$ cat config.mk
export PLATFORM = sky130hd
export DESIGN_NAME = rst_seq_top
export DESIGN_NICKNAME = d
export VERILOG_FILES = /design/src/rtl/rst_seq_pkg.sv /design/src/rtl/rst_seq_sync.sv /design/src/rtl/rst_seq_timer.sv /design/src/rtl/rst_seq_top.sv
export SDC_FILE = /design/constraint.sdc
export NUM_CORES = 1
export LEC_CHECK = 0
export ABC_AREA = 0
export BUFFER_PORTS_ARGS = -buffer_cell sky130_fd_sc_hd__buf_2
export CAP_MARGIN = 10
export CORE_MARGIN = 5
export CORE_UTILIZATION = 48
export CTS_CLUSTER_DIAMETER = 120
export DETAILED_ROUTE_END_ITERATION = 12
export GPL_ROUTABILITY_DRIVEN = 0
export GPL_TIMING_DRIVEN = 0
export PLACE_DENSITY_LB_ADDON = 0.12
export SETUP_SLACK_MARGIN = 0.02
export SLEW_MARGIN = 0
export SYNTH_ARGS = -nofsm -noshare
export SYNTH_HDL_FRONTEND = slang
export SYNTH_SLANG_ARGS = --single-unit
$ cat constraint.sdc
create_clock -name clk -period 2 [get_ports clk]
set_clock_uncertainty 0.05 [all_clocks]
set_input_delay 0.2 -clock clk [delete_from_list [all_inputs] [get_ports clk]]
set_output_delay 0.2 -clock clk [all_outputs]
set_load 0.05 [all_outputs]
$ cat src/rtl/rst_seq_pkg.sv
package rst_seq_pkg;

    typedef enum logic [1:0] {
        ST_POR    = 2'd0,
        ST_WAIT   = 2'd1,
        ST_RUN    = 2'd2,
        ST_RECONF = 2'd3
    } seq_state_e;

    typedef struct packed {
        logic oe_low;
        logic sys_rst;
        logic flash_rst;
    } drive_s;

    function automatic int unsigned delay_cycles(input int unsigned per_ms,
                                                 input int unsigned ms);
        return per_ms * ms;
    endfunction

    function automatic int unsigned umax(input int unsigned a, input int unsigned b);
        return (a > b) ? a : b;
    endfunction

endpackage

$ cat src/rtl/rst_seq_sync.sv
module rst_seq_sync #(
    parameter int unsigned W = 2,
    parameter logic [W-1:0] RST_VAL = '0
) (
    input  logic         clk,
    input  logic         rst,
    input  logic [W-1:0] d,
    output logic [W-1:0] q
);
    logic [W-1:0] stage1;

    always_ff @(posedge clk) begin
        if (rst) begin
            stage1 <= RST_VAL;
            q      <= RST_VAL;
        end else begin
            stage1 <= d;
            q      <= stage1;
        end
    end
endmodule

$ cat src/rtl/rst_seq_timer.sv
module rst_seq_timer #(
    parameter int unsigned W = 8
) (
    input  logic         clk,
    input  logic         rst,
    input  logic         clr,
    output logic [W-1:0] cnt
);
    always_ff @(posedge clk) begin
        if (rst || clr) begin
            cnt <= '0;
        end else if (cnt != '1) begin
            cnt <= cnt + 1'b1;
        end
    end
endmodule

$ cat src/rtl/rst_seq_top.sv
module rst_seq_top
    import rst_seq_pkg::*;
#(
    parameter int unsigned CLK_PER_MS = 200000,
    parameter int unsigned FAST_MS    = 2,
    parameter int unsigned SLOW_MS    = 100,
    parameter int unsigned PULSE_CYC  = 16
) (
    input  logic clk,
    input  logic supply_ok,
    input  logic fast_sel,
    input  logic oe_line_in,
    input  logic tgt_status_n,
    input  logic ctrl_err,
    input  logic auto_restart_en,
    output logic oe_drive_low,
    output logic sys_rst,
    output logic flash_rst,
    output logic prog_block,
    output logic err_flag
);
    localparam int unsigned FAST_CYC = delay_cycles(CLK_PER_MS, FAST_MS);
    localparam int unsigned SLOW_CYC = delay_cycles(CLK_PER_MS, SLOW_MS);
    localparam int unsigned CNT_W    = $clog2(umax(umax(SLOW_CYC, FAST_CYC), PULSE_CYC) + 1);
    localparam logic [CNT_W-1:0] FAST_LAST  = CNT_W'(FAST_CYC - 1);
    localparam logic [CNT_W-1:0] SLOW_LAST  = CNT_W'(SLOW_CYC - 1);
    localparam logic [CNT_W-1:0] PULSE_LAST = CNT_W'(PULSE_CYC - 1);

    logic             rst;
    logic [1:0]       sync_q;
    logic             oe_s;
    logic             stat_s;
    logic [CNT_W-1:0] cnt;
    logic             cnt_clr;
    logic             sel_fast;
    logic             por_done;
    logic             delay_last;
    logic             err_restart;
    seq_state_e       state, state_nx;
    drive_s           drv;

    assign rst = !supply_ok;

    rst_seq_sync #(
        .W       (2),
        .RST_VAL (2'b10)
    ) u_sync (
        .clk (clk),
        .rst (rst),
        .d   ({tgt_status_n, oe_line_in}),
        .q   (sync_q)
    );
    assign oe_s   = sync_q[0];
    assign stat_s = sync_q[1];

    rst_seq_timer #(
        .W (CNT_W)
    ) u_timer (
        .clk (clk),
        .rst (rst),
        .clr (cnt_clr),
        .cnt (cnt)
    );

    assign delay_last  = (cnt == (sel_fast ? FAST_LAST : SLOW_LAST));
    assign err_restart = ctrl_err && auto_restart_en;
    assign cnt_clr     = (state_nx != state);

    always_comb begin
        state_nx = state;
        unique case (state)
            ST_POR:    if (delay_last) state_nx = ST_WAIT;
            ST_WAIT:   if (oe_s) state_nx = ST_RUN;
            ST_RUN:    if (!stat_s || err_restart) state_nx = ST_RECONF;
            ST_RECONF: if (cnt == PULSE_LAST) state_nx = ST_WAIT;
            default:   state_nx = ST_POR;
        endcase
    end

    always_ff @(posedge clk) begin
        if (rst) begin
            state    <= ST_POR;
            sel_fast <= fast_sel;
            por_done <= 1'b0;
            err_flag <= 1'b0;
        end else begin
            state <= state_nx;
            if (state_nx == ST_RUN) begin
                por_done <= 1'b1;
            end
            if (state_nx == ST_RECONF && state != ST_RECONF) begin
                err_flag <= 1'b0;
            end else if (state == ST_RUN && ctrl_err && !auto_restart_en) begin
                err_flag <= 1'b1;
            end
        end
    end

    always_comb begin
        drv.oe_low    = (state == ST_POR) || (state == ST_RECONF);
        drv.sys_rst   = (state != ST_RUN);
        drv.flash_rst = (state == ST_POR) && (cnt != (sel_fast ? FAST_LAST : SLOW_LAST));
    end

    assign oe_drive_low = drv.oe_low;
    assign sys_rst      = drv.sys_rst;
    assign flash_rst    = drv.flash_rst;
    assign prog_block   = !por_done;
endmodule

== Word-level counts from Yosys, hierarchy flattened ==
Index checks and enable logic that the tools add are counted.

* Flip-flop bits (word level): 34
* Input bits: 7
* Output and inout port bits: 5

* $add $sub $neg: 1
* Eq/ne operators: 12
* Multiplexer cells: 6
* Bitwise logic cells: 1
* Reduce and logical (&&, ||, !) cells: 14

{| class="wikitable"
|+ Operators by type and width
! cell !! count
|-
| 25-bit by 1-bit adder with 25-bit output, second input constant || 1
|-
| 25-bit equality test || 1
|-
| 25-bit by 4-bit equality test with 1-bit output, second input constant || 1
|-
| 25-bit 2-to-1 mux || 1
|-
| 25-bit inequality test || 1
|-
| 25-bit inequality test, second input constant || 1
|-
| 2-bit equality test, second input constant || 4
|-
| 2-bit 2-to-1 mux || 4
|-
| 2-bit case mux with 4 select lines || 1
|-
| 1-bit logical AND || 5
|-
| 1-bit zero test || 4
|-
| 2-bit inequality test, second input constant || 2
|-
| 1-bit logical OR || 3
|-
| 2-bit by 1-bit equality test with 1-bit output, second input constant || 1
|-
| 2-bit zero test || 1
|-
| 2-bit inequality test || 1
|-
| 2-bit OR reduction || 1
|-
| 1-bit inverter || 1
|}

== Logic depth before layout (Yosys ltp) ==
Gate-level depths: netlist of run 1.

* Depth after elaboration: 7
* Mapped depth: 9

== By module ==
Synthesis of run 1 repeated with hierarchy kept, for this count alone.

* Cell total of the unflattened synthesis: 238
* Area total of the unflattened synthesis: 1994.4 µm²

{| class="wikitable"
|+ By module, submodules not included
! module !! instances !! cells each !! area an instance (µm²)
|-
| rst_seq_timer || 1 || 168 || 1361.3
|-
| rst_seq_top || 1 || 62 || 528.0
|-
| rst_seq_sync || 1 || 8 || 105.1
|}

== Worst setup path before layout of run 1 ==
Ideal clock, no wire load.

* Kind: reg2out
* Start point: register u_timer.cnt[0]
* End point: output flash_rst
* Arrival time: 2164 ps
* Required time: 1750 ps
* Path slack: -414 ps
* Cell stages (with the launch flop): 7
* Cell sequence: dfxtp_1 ha_1 and3_1 clkbuf_1 nand3_1 nor3b_1 a21boi_0

* Longest elaborated chain between the ends: 2

{| class="wikitable"
|+ Ends and longest elaborated chain
! what !! line !! RTL
|-
| from (decl) || rst_seq_timer.sv:7 || <nowiki>output logic [W-1:0] cnt</nowiki>
|-
| from (signal assigned) || rst_seq_timer.sv:13 || <nowiki>cnt <= cnt + 1'b1;</nowiki>
|-
| 25-bit inequality test || rst_seq_top.sv:102 || <nowiki>drv.flash_rst = (state == ST_POR) && (cnt != (sel_fast ? FAST_LAST : SLOW_LAST));</nowiki>
|-
| 1-bit logical AND || rst_seq_top.sv:102 ||
|-
| to (decl) || rst_seq_top.sv:18 || <nowiki>output logic flash_rst,</nowiki>
|}

No other way between the ends.

== Worst setup path after layout of run 1 ==
* Start point: register u_timer.cnt[20]
* End point: register u_timer.cnt[0]

* Longest elaborated chain between the ends: 5

{| class="wikitable"
|+ Ends and longest elaborated chain
! what !! line !! RTL
|-
| 25-bit by 4-bit equality test with 1-bit output or 25-bit equality test (tied branches) || rst_seq_top.sv:75, rst_seq_top.sv:65 ||
|-
| 2-bit 2-to-1 mux, on equally long branches || rst_seq_top.sv:75, rst_seq_top.sv:72 ||
|-
| 2-bit case mux with 4 select lines || rst_seq_top.sv:71 || <nowiki>unique case (state)</nowiki>
|-
| 2-bit inequality test || rst_seq_top.sv:67 || <nowiki>assign cnt_clr = (state_nx != state);</nowiki>
|-
| 1-bit logical OR || rst_seq_timer.sv:10 || <nowiki>if (rst || clr) begin</nowiki>
|}

Parallel ways exist; a longest one is shown, timed or not.
A chain may end at the register's enable or synchronous reset.

==> results.md, run 1 <==
* Status: complete, but fails checks
* Failing checks: negative setup slack
* Core ar. at 3661 um2
* Grt total ovfl at 0
* Count of cell types in the netlist at 44
* Highest clock rate at 443.5 MHz
* Total GRT Usage at 18.22%
* Num CTS Buffers at 5
* Mean Syn Cell Area at 8.472 um2
* CP startpoint kind: register
* DP Cell Count at 272
* Mapped cell area at 1813 um2
* DP HPWL at 3074 um
* Initial Util at 49.52%
* Routed length per instance at 15.76 um
* Worst Reg-to-Reg Cells at 8
* Via count at 1667
* Sequential fraction of the synthesis area at 38.10%
* CP Capture Type: register
* Rel. slew slack at 57.67%
* WHS Endpoint: sel_fast$_DFFE_PN_
* Residual DRC at 0
* CP max FO at 5
* Overall power at 1.587 mW
* Finished Cell Area at 2241 um2
* Worst-margin pin slew at 632.6 ps
* GRT met1 Usage at 20.43%
* Starting DRC count in detailed routing at 156
* Sink Count at 34
* DP Worst Slack at -515.7 ps
* Yosys warns at 0
* Pleak at 0.8221 nW
* First drt pass iteration count at 4
* Largest net degree at the start of global routing at 11
* Hold Crit Depth at 1
* Sum Neg Setup Slack at -6455 ps
* Pwr/cell area at 708.4 nW/um2
* Worst-Skew Late Latency at 300 ps
* DR vias/cell at 5.829
* Multi-input logic area at 1169 um2
* Buf/Inv on CP at 2
* Slew Limit Fails at 0
* Crit path max-delay family: simple AND/OR/NAND/NOR gates
* Final Cycle Share at 112.7%
* Peak supply drop at 0.4289 mV
* GR Layer Usage met2 at 30.71%
* Initial antenna violation count at 0
* Asr flop ratio synth at 0%
* Syn_nets at 228
* # hold bufs at CTS at 0
* Non-filler cells, final at 286
* Die height at 71.46 um
* Nets at 251
* Busiest layer in global routing: met2
* Final worst slack at -254.9 ps
* Share of cells above drive strength 1 at 25.21%
* GR Util met3 at 5.049%
* Filler cells at 316
* Post-route ant nets at 0
* Dpl cell area at 1933 um2
* Row cnt at 22
* RSZ-0062 raised after global routing: true
* Worst Path Arrival at 2390 ps
* WL final at 4507 um
* Port buffer count at 10
* CTS tree: yes
* Crit Reg-Reg Endpoint: u_timer.cnt[0]$_SDFFE_PP0P_
* Final hold viol count at 0
* HP Start: fast_sel
* Reg2Reg Setup Slack at -250 ps
* Final setup violation count at 30
* Vias in the first global route at 1638
* WHS at 26.29 ps
* Max Cap Viol at 0
* Critical path cell sequence: or4_4, or4_4, nor3_4, o31ai_2, a32oi_4, buf_6, clkbuf_16, nor2_1
* Clock slew at reported path FFs at 70 ps
* Reg-to-Reg Start: u_timer.cnt[20]$_SDFFE_PP0P_
* Antenna Cells at 0
* Synth-to-layout area growth at 23.60%
* Register Area at 699.4 um2
* Crit path largest cell delay at 520 ps
* Top FF cell, synth: dfxtp_1
* Fin crit period at 2255 ps
* Ports at 12
* CP Class: register to register
* H-tree depth at 2
* CTS Buffer Depth at 2
* Number of flops mapped to enable cells by yosys at 1
* Syn Inst Count at 214
* Final core utilization at 61.21%
* CP most frequent cell: or4_4
* Worst Path Required at 2130 ps
* Synthesized flop and latch total at 34
* First-pass GRT wire length at 7231 um
* CP max-delay cell: or4_4
* Hold Path Class: input port to register
* Die area at 5106 um2
* Die X-Extent at 71.46 um
* Root Buffer: clkbuf_8
[kinds of logic after synthesis]
family,after synthesis,synth area share (%)
DFF,34,38.10
AOI/OAI and AO/OA,27,11.53
xor gates and xnor gates,17,8.213
and+or+nand+nor,111,32.37
adders and majority gates,7,4.831
muxes,1,0.5521
buffers and inverters,17,4.416
[timing repair]
action	4_1_cts	5_1_grt
resized for setup	18	17
cloned	1	1
pin swaps	4	4
endpoints found under the setup margin	30	30
endpoints found under the hold margin	0	0
buffers inserted	6	0
[layer usage]
layer / share of wire (%) / vias to the layer above
li1: - / 809
met1: 41 / 782
met2: 50 / 56
met3: 5.1 / 20
met4: 3.6 / 0
met5: 0 / -
[sequential cells by signal, summed over array words and instances (netlist names)]
signal         count
u_sync.stage1      2
u_timer.cnt       25
sel_fast           1
u_sync.q           2
err_flag           1
por_done           1
state              2
[worst reg2reg max path: cells and delay by family (launching register included)]
family / cells / cell delay [ps]
flip-flops: 1 / 350
AND/OR/NAND/NOR: 4 / 1140
buffers and inverters: 2 / 290
AO/OA/AOI/OAI: 2 / 320
[cells in the mapped netlist (2+ instances only)]
library cell / n / area (um2)
nor2_1: 34 / 127.6
dfxtp_1: 33 / 660.6
nand2_1: 16 / 60.06
inv_1: 10 / 37.54
xor2_1: 9 / 78.83
and3_1: 8 / 50.05
nand4_1: 8 / 50.05
xnor2_1: 8 / 70.07
ha_1: 7 / 87.58
nand3_1: 7 / 35.03
nor3_1: 7 / 35.03
a31oi_1: 6 / 37.54
a21oi_1: 5 / 25.02
and2_1: 5 / 31.28
clkbuf_1: 4 / 15.01
and4_1: 3 / 26.28
nor3b_1: 3 / 22.52
nor4_1: 3 / 18.77
nor4b_1: 3 / 26.28
o21ai_0: 3 / 15.01
or3_1: 3 / 18.77
or4_1: 3 / 22.52
a311oi_1: 2 / 17.52
buf_6: 2 / 22.52
nand2b_1: 2 / 12.51
o31ai_1: 2 / 15.01
[cell usage in the layout (no fill, tap or decap), types with 2 or more instances in the layout]
| cell type | count |
|---|---|
| or3_1 | 2 |
| a31oi_1 | 6 |
| nand4_1 | 8 |
| or4_4 | 2 |
| a21oi_1 | 3 |
| nor2_1 | 34 |
| buf_6 | 5 |
| buf_2 | 10 |
| and3_2 | 2 |
| nand3_1 | 5 |
| and2_1 | 5 |
| nor4_1 | 2 |
| nand2_1 | 16 |
| dfxtp_1 | 28 |
| xor2_1 | 9 |
| nor4b_1 | 2 |
| and4_1 | 3 |
| xnor2_1 | 8 |
| dfxtp_2 | 4 |
| inv_1 | 10 |
| nand2b_1 | 2 |
| ha_1 | 6 |
| nor3_1 | 6 |
| clkbuf_8 | 6 |
| buf_4 | 4 |
| o21ai_0 | 2 |
| a311oi_1 | 2 |
| clkbuf_1 | 3 |
| and3_1 | 6 |
[power breakdown]
group / leakage [nW] / switching, mW / internal, mW
sequential: 0.280 / 0.0283 / 0.710
combinational: 0.494 / 0.164 / 0.153
clock: 0.0482 / 0.254 / 0.278
[area by class of cell]
| type | instances | area share [%] |
|---|---|---|
| multi-input cells | 163 | 52.15 |
| plain buffers | 5 | 1.731 |
| repair buffers | 18 | 6.477 |
| clock buffers | 7 | 3.853 |
| well taps | 48 | 2.680 |
| inverters | 10 | 1.675 |
| flip-flops and latches | 34 | 31.21 |
| clock inverters | 1 | 0.2233 |
[how the worst max path moves through the flow]
stage	startpoint	endpoint	slack, ps	cells past startpoint
2_1_floorplan	u_timer.cnt[20]$_SDFFE_PP0P_	u_timer.cnt[19]$_SDFFE_PP0P_	-170	7
3_3_place_gp	u_timer.cnt[0]$_SDFFE_PP0P_	u_timer.cnt[24]$_SDFFE_PP0P_	-440	9
3_5_place_dp	u_timer.cnt[0]$_SDFFE_PP0P_	u_timer.cnt[21]$_SDFFE_PP0P_	-520	9
4_1_cts	u_timer.cnt[20]$_SDFFE_PP0P_	u_timer.cnt[10]$_SDFFE_PP0P_	-280	8
5_1_grt	u_timer.cnt[20]$_SDFFE_PP0P_	u_timer.cnt[3]$_SDFFE_PP0P_	-300	8
6_report	u_timer.cnt[20]$_SDFFE_PP0P_	u_timer.cnt[0]$_SDFFE_PP0P_	-250	8
(Power assumes the default switching activity.)
==> run 2: changes to the inputs <==
Settings changed: CORE_UTILIZATION 48 to 50, SYNTH_HIERARCHICAL set to 1.
==> run 2 against run 1 <==
First-iteration DRC count is 46% higher. Global-route usage is 4.8 points higher. Cell count is 16% higher. Maximum frequency is 13% lower. Largest power group unchanged. Worst setup slack worse by 340 ps. The flow still finishes with violations (negative setup slack). Non-clock buffer count is 24 higher. Wire length is 31% higher. Highest routed layer unchanged. Flip-flop and latch count stayed put.
==> results.md, run 2 <==
* Clk network pwr share at 34.7% (+1.2 points)
* Top FF cell, synth: dfxtp_1
* Pint at 1.121 mW (-1.8%)
* Largest net degree at the start of global routing at 15 (+4)
* Sum Neg Setup Slack at -13800 ps (-7350 ps)
* Initial antenna violation count at 0 (unchanged)
* Non-filler cells, final at 333 (+16%)
* CP Capture Type: register
* Residual DRC at 0 (unchanged)
* Synth top area share at 33.12% (-3.3 points)
* Antenna Cells at 0 (unchanged)
* Pleak at 0.9484 nW (+15%)
* WL final at 5882 um (+31%)
* Mapped cell area at 1994 um2 (+10%)
* Yosys warns at 6 (+6)
* Switching part of the total at 27.51% (-0.59 points)
* Final worst slack at -592.2 ps (-337.2 ps)
* Nets at 296 (+18%)
* Die height at 73.16 um (+2.4%)
* Root Buffer: clkbuf_8
* Asr flop ratio synth at 0% (unchanged)
* Post-route ant nets at 0 (unchanged)
* Die X-Extent at 73.16 um (+2.4%)
* DP Cell Count at 299 (+9.9%)
* Reg2Reg Setup Slack at -590 ps (-340 ps)
* Vias in the first global route at 1971 (+20%)
* Crit path largest cell delay at 470 ps (-50 ps)
* Worst Path Arrival at 2710 ps (+320 ps)
* Worst Path Required at 2120 ps (about the same)
* Worst Reg-to-Reg Cells at 10 (+2)
* # hold bufs at CTS at 0 (unchanged)
* Reg-to-Reg Start: u_timer/cnt[0]$_SDFFE_PP0P_
* Rel. slew slack at 38.43% (-19 points)
* DR vias/cell at 6.315 (+8.3%)
* Final Cycle Share at 129.6% (+17 points)
* Num CTS Buffers at 5 (unchanged)
* P_sw at 0.4254 mW (-4.6%)
* Setup crit start: u_timer/cnt[0]$_SDFFE_PP0P_
* Synth-to-layout area growth at 35.57%
* Grt total ovfl at 0 (unchanged)
* Synthesized flop and latch total at 34 (unchanged)
* Sink Count at 34 (unchanged)
* Port buffer count at 11 (+1)
* Number of flops mapped to enable cells by yosys at 1 (unchanged)
* Worst-margin pin slew at 915.1 ps (+282.6 ps)
* CTS Buffer Depth at 2 (unchanged)
* CTS tree: yes
* Initial Util at 50.59% (+1.1 points)
* CP max-delay cell: o41ai_4
* Comb pwr share at 19.0% (-1.0 points)
* Share of cells above drive strength 1 at 36.75% (+12 points)
* Status: complete, but fails checks
* Core ar. at 3943 um2 (+7.7%)
* First-pass GRT wire length at 9522 um (+32%)
* Syn_nets at 252 (+11%)
* Commonest non-fill, non-tap cell in the layout: buf_4
* Commonest non-fill, non-tap cells in the layout: buf_4, dfxtp_1, nand2_1
* Hold Crit Depth at 1 (unchanged)
* Synth cell count leaders: dfxtp_1, nand2_1, a21oi_1, o21ai_0, nand3_1
* Hold Path Class: input port to register
* Crit Reg-Reg Endpoint: u_timer/cnt[21]$_SDFFE_PP0P_
* Syn Inst Count at 238 (+11%)
* Clock slew at reported path FFs at 70 ps (about the same)
* CP startpoint kind: register
* Fin crit period at 2592 ps (+337.2 ps)
* Pwr/cell area at 571.9 nW/um2 (-19%)
* Ports at 12 (unchanged)
* Total GRT Usage at 22.98% (+4.8 points)
* WHS Endpoint: sel_fast$_DFFE_PN_
* Worst-Skew Late Latency at 290 ps (about the same)
* Most area-consuming cells after synthesis: dfxtp_1, a21oi_1, a2111o_1
* Overall power at 1.546 mW (-2.6%)
* Peak supply drop at 0.3088 mV (-28%)
* Failing checks: negative setup slack
* Highest clock rate at 385.8 MHz (-13%)
* Mean Syn Cell Area at 8.380 um2 (-1.1%)
* Final core utilization at 68.58% (+7.4 points)
* Via count at 2103 (+26%)
* Row cnt at 23 (+4.5%)
* CP Class: register to register
* Final setup violation count at 28 (-6.7%)
* Largest Register: u_timer/cnt
* First drt pass iteration count at 4 (unchanged)
* Dominant cell type by area after synthesis: dfxtp_1
* Starting DRC count in detailed routing at 227 (+46%)
* Max reg flops at 25 (unchanged)
* Sequential fraction of the synthesis area at 34.63% (-3.5 points)
* DP HPWL at 3635 um (+18%)
* CP max FO at 7 (+2)
* Slew Limit Fails at 0 (unchanged)
* Routed length per instance at 17.66 um (+12%)
* Count of cell types in the netlist at 47 (+6.8%)
* H-tree depth at 2 (unchanged)
* Die area at 5352 um2 (+4.8%)
* Final hold viol count at 0 (unchanged)
* HP Start: fast_sel
* DP Worst Slack at -1252 ps (-736.3 ps)
* Count leader, synth: dfxtp_1
* RSZ-0062 raised after global routing: true
* Part of the power in registers at 46.2% (-0.3 points)
* Max Cap Viol at 0 (unchanged)
* Critical path cell sequence: nor4bb_2, nand4_1, o41ai_4, o311ai_2, o211ai_1, buf_4, or2_4, clkbuf_16, buf_12, a21oi_4
run 2: cell types whose count changed after synthesis, moves of 9 or more:
cell	delta
nor2_1	-29
a21oi_1	+14
o21ai_0	+12
xor2_1	-9
run 2: power groups by stage:
stage / Clock (mW) / Sequential, mW / Combinational, mW
floorplan: 0 / 0.732 / 0.130
global placement: 0 / 0.738 / 0.166
detailed placement: 0 / 0.739 / 0.168
CTS: 0.548 / 0.717 / 0.268
global route: 0.583 / 0.718 / 0.313
finish: 0.537 / 0.715 / 0.294
run 2: worst max path at each step:
stage / endpoint / slack, ps
final: u_timer/cnt[21]$_SDFFE_PP0P_ / -590
after floorplan: u_timer/cnt[10]$_SDFFE_PP0P_ / -630
after global routing: u_timer/cnt[19]$_SDFFE_PP0P_ / -670
after detailed placement: u_timer/cnt[16]$_SDFFE_PP0P_ / -1250
after global placement: u_timer/cnt[16]$_SDFFE_PP0P_ / -1260
after CTS: u_timer/cnt[5]$_SDFFE_PP0P_ / -520
run 2: metal layers:
layer  track usage, %  up-vias  wire length, um
met5                0        -                0
met4            9.221        0              136
met3            4.821       16              223
met2            36.05       62             2822
met1            30.60     1002             2700
li1                 -     1023                -
run 2: cell type report:
| cell class | count | area, um2 |
|---|---|---|
| multi-input combinational | 186 | 1419 |
| fill | 308 | 1239 |
| sequential | 34 | 725.7 |
| timing repair buffer | 37 | 291.5 |
| clock buffer | 7 | 86.33 |
| buffer | 10 | 75.07 |
| tap | 50 | 62.56 |
| inverter | 8 | 38.79 |
| clock inverter | 1 | 5.005 |
run 2: cells by family (layout without fill, tap and decap cells):
logic type / count (synthesis) / after routing / synth area share, %
AOI/OAI and AO/OA: 67 / 67 / 22.84
buffers and inverters: 19 / 63 / 3.827
and+or+nand+nor: 106 / 107 / 31.81
DFF: 34 / 34 / 34.63
muxes: 5 / 5 / 2.510
adders and majority gates: 7 / 7 / 4.391
run 2: repair_timing:
action / in CTS / in global routing
setup buffers: 20 / 5
hold endpoints to repair: 0 / 0
endpoints found under the setup margin: 27 / 28
gates cloned: 2 / 0
pin swaps: 17 / 15
gates resized for setup: 46 / 23
run 2: through the flow:
stage | area, um2 | hold WS, ps
CTS | 2594 | 31.74
detailed placement | 2181 | 329.7
global placement | 2181 | 326.3
floorplan | 2063 | 247.1
finish | 2704 | 38.91
global route | 2704 | 26.59
run 2: critical path: cells and delay by family (launching register included):
family	cells	cell delay, ps
AOI/OAI and AO/OA	4	920
and+or+nand+nor	3	680
buffers and inverters	3	440
DFF	1	370
==> run 3: changes to the inputs <==
Settings changed: ABC_AREA 0 to 1.
==> run 3 against run 2 <==
The run now ends clean. Synthesized cell count up 55%. Critical endpoint is now u_timer/cnt[0]$_SDFFE_PP0P_. Non-clock buffer count down 26. Highest routed layer unchanged. Cell area down 2.2%. Die area up 11%. Hold slack better by 10 ps.
==> results.md, run 3 <==
* Status: complete, no violations
* Vias in the first global route at 1905 (-3.3%)
* Final hold viol count at 0 (unchanged)
* Synth top area share at 29.33% (-3.8 points)
* Count leader, synth: nand2_1
* Residual DRC at 0 (unchanged)
* Worst-margin pin slew at 446.0 ps (-469.2 ps)
* Asr flop ratio synth at 0% (unchanged)
* Nets at 409 (+38%)
* Sink Count at 34 (unchanged)
* Commonest non-fill, non-tap cells in the layout: nand2_1, nor2_1, inv_1
* Max Cap Viol at 0 (unchanged)
* CP most frequent cell: nand2_4
* Ports at 12 (unchanged)
* Die area at 5947 um2 (+11%)
* Via count at 2183 (+3.8%)
* Sum Neg Setup Slack at 0 ps (+13800 ps)
* Buf/Inv on CP at 2 (-1)
* Final core utilization at 60.75% (-7.8 points)
* DR vias/cell at 4.873 (-23%)
* Initial Util at 51.72% (+1.1 points)
* DP Worst Slack at -345.0 ps (+907.1 ps)
* CP Class: register to register
* Die height at 77.12 um (+5.4%)
* Slew Limit Fails at 0 (unchanged)
* Crit path largest cell delay at 410 ps (-60 ps)
* Hold Path Class: input port to register
* Max reg flops at 25 (unchanged)
* Grt total ovfl at 0 (unchanged)
* H-tree depth at 2 (unchanged)
* CP Capture Type: register
* Number of flops mapped to enable cells by yosys at 1 (unchanged)
* Syn Inst Count at 370 (+55%)
* Highest clock rate at 542.7 MHz (+41%)
* RSZ-0062 raised after global routing: true
* Largest net degree at the start of global routing at 11 (-4)
* Worst Path Required at 2130 ps (about the same)
* First-pass GRT wire length at 9114 um (-4.3%)
* First drt pass iteration count at 4 (unchanged)
* WL final at 5410 um (-8.0%)
* CP max-delay cell: dfxtp_2
* Post-route ant nets at 0 (unchanged)
* CP startpoint kind: register
* Pwr/cell area at 983.2 nW/um2 (+72%)
* Share of cells above drive strength 1 at 21.46% (-15 points)
* Fin crit period at 1843 ps (-749.6 ps)
* CTS tree: yes
* Row cnt at 24 (+4.3%)
* Antenna Cells at 0 (unchanged)
* DP HPWL at 3981 um (+9.5%)
* Worst path depth at 9 (-1)
* Count of cell types in the netlist at 22 (-53%)
* Crit path max-delay family: simple AND/OR/NAND/NOR gates
* Die X-Extent at 77.12 um (+5.4%)
* Core ar. at 4354 um2 (+10%)
* CP max FO at 10 (+3)
* Num CTS Buffers at 5 (unchanged)
* Non-filler cells, final at 448 (+35%)
* Worst Path Arrival at 1970 ps (-740 ps)
* Overall power at 2.601 mW (+68%)
* Top FF cell, synth: dfxtp_1
* Routed length per instance at 12.08 um (-32%)
* Total GRT Usage at 18.71% (-4.3 points)
* Yosys warns at 6 (unchanged)
* Mapped cell area at 2252 um2 (+13%)
* Initial antenna violation count at 0 (unchanged)
* Synth-to-layout area growth at 17.44%
* Clock slew at reported path FFs at 70 ps (about the same)
* Rel. slew slack at 70.16% (+32 points)
* Final setup violation count at 0 (-100%)
* Root Buffer: clkbuf_8
* Dominant cell type by area after synthesis: dfxtp_1
* Starting DRC count in detailed routing at 154 (-32%)
* Sequential fraction of the synthesis area at 30.67% (-4.0 points)
* Port buffer count at 11 (unchanged)
* Worst-Skew Late Latency at 290 ps (about the same)
* Filler cells at 407 (+32%)
* Most area-consuming cells after synthesis: dfxtp_1, nand2_1, nor2_1
* Synth cell count leaders: nand2_1, nor2_1, inv_1, nand3_1, dfxtp_1
* Synthesized flop and latch total at 34 (unchanged)
* Peak supply drop at 0.6593 mV (+110%)
* Final Cycle Share at 92.13% (-37 points)
* Largest Register: u_timer/cnt
* Hold Crit Depth at 3 (+2)
* Worst Reg-to-Reg Cells at 9 (-1)
* Syn_nets at 384 (+52%)
* Pleak at 1.207 nW (+27%)
* DP Cell Count at 433 (+45%)
* Mean Syn Cell Area at 6.087 um2 (-27%)
* Commonest non-fill, non-tap cell in the layout: nand2_1
* Critical path cell sequence: ha_2, nand3_2, inv_2, nand2_4, nor2_8, nand2_4, buf_6, nand2_1, a21oi_2
* CTS Buffer Depth at 2 (unchanged)
* Final worst slack at 157.4 ps (+749.6 ps)
==> run 3: logic make-up after synthesis <==
family,Yosys count,synth area share (%)
compound gates,17,4.278
buf+inv,69,12.17
xor+xnor,8,3.111
flops,34,30.67
fa+ha+maj,7,3.889
simple gates,235,45.89
==> run 3: worst reg2reg max path, delay by kind of cell, from the launching register on <==
kind	cells	cell delay (ps)
AO/OA/AOI/OAI	1	60
adder cells (fa/ha/maj)	1	300
buffers and inverters	2	320
flip-flops	1	410
AND/OR/NAND/NOR	5	600
==> run 3: repair_timing <==
action                                  CTS  global route
pin swaps                                 1            12
buffers inserted                          1             5
endpoints found under the setup margin   24            24
gates resized for setup                  14            37
hold buffers                              0             0
gates cloned                              0             1
==> run 3: path summary, 6_finish.rpt <==
| path | endpoint | slack [ps] | startpoint |
|---|---|---|---|
| setup reg to reg | u_timer/cnt[0]$_SDFFE_PP0P_ | 160 | u_timer/cnt[0]$_SDFFE_PP0P_ |
| hold reg to reg | u_sync/q[0]$_SDFF_PP0_ | 350 | u_sync/stage1[0]$_SDFF_PP0_ |
| hold / removal | u_sync/stage1[1]$_SDFF_PP1_ | 50 | tgt_status_n |
| setup / recovery | u_timer/cnt[0]$_SDFFE_PP0P_ | 160 | u_timer/cnt[0]$_SDFFE_PP0P_ |
==> run 3: metal layers <==
layer  wire (um)  global-route usage [%]  vias to the layer above
met5           0                       0                        -
met4          68                   6.186                        0
met3         231                   2.810                        7
met2        2339                   27.59                       39
met1        2771                   27.60                      957
li1            -                       -                     1180
==> run 3: through the flow <==
stage          area [um2]  hold WS, ps
6_report             2645        49.37
5_1_grt              2645        44.25
4_1_cts              2499        44.44
3_5_place_dp         2374        335.7
3_3_place_gp         2374        327.1
2_1_floorplan        2253        242.1
==> run 3: area by class of cell <==
type	count	area (um2)	share of cell area, %
well taps	52	65.06	2.460
plain buffers	3	37.54	1.419
flip-flops and latches	34	728.2	27.53
clock buffers	7	86.33	3.264
multi-input cells	267	1345	50.85
clock inverters	1	5.005	0.1892
inverters	66	252.7	9.555
repair buffers	18	125.1	4.730
==> run 3: where the power goes <==
part	switching, mW	internal, mW
combinational	0.777	0.478
sequential	0.0799	0.747
clock	0.242	0.278
total	1.10	1.50
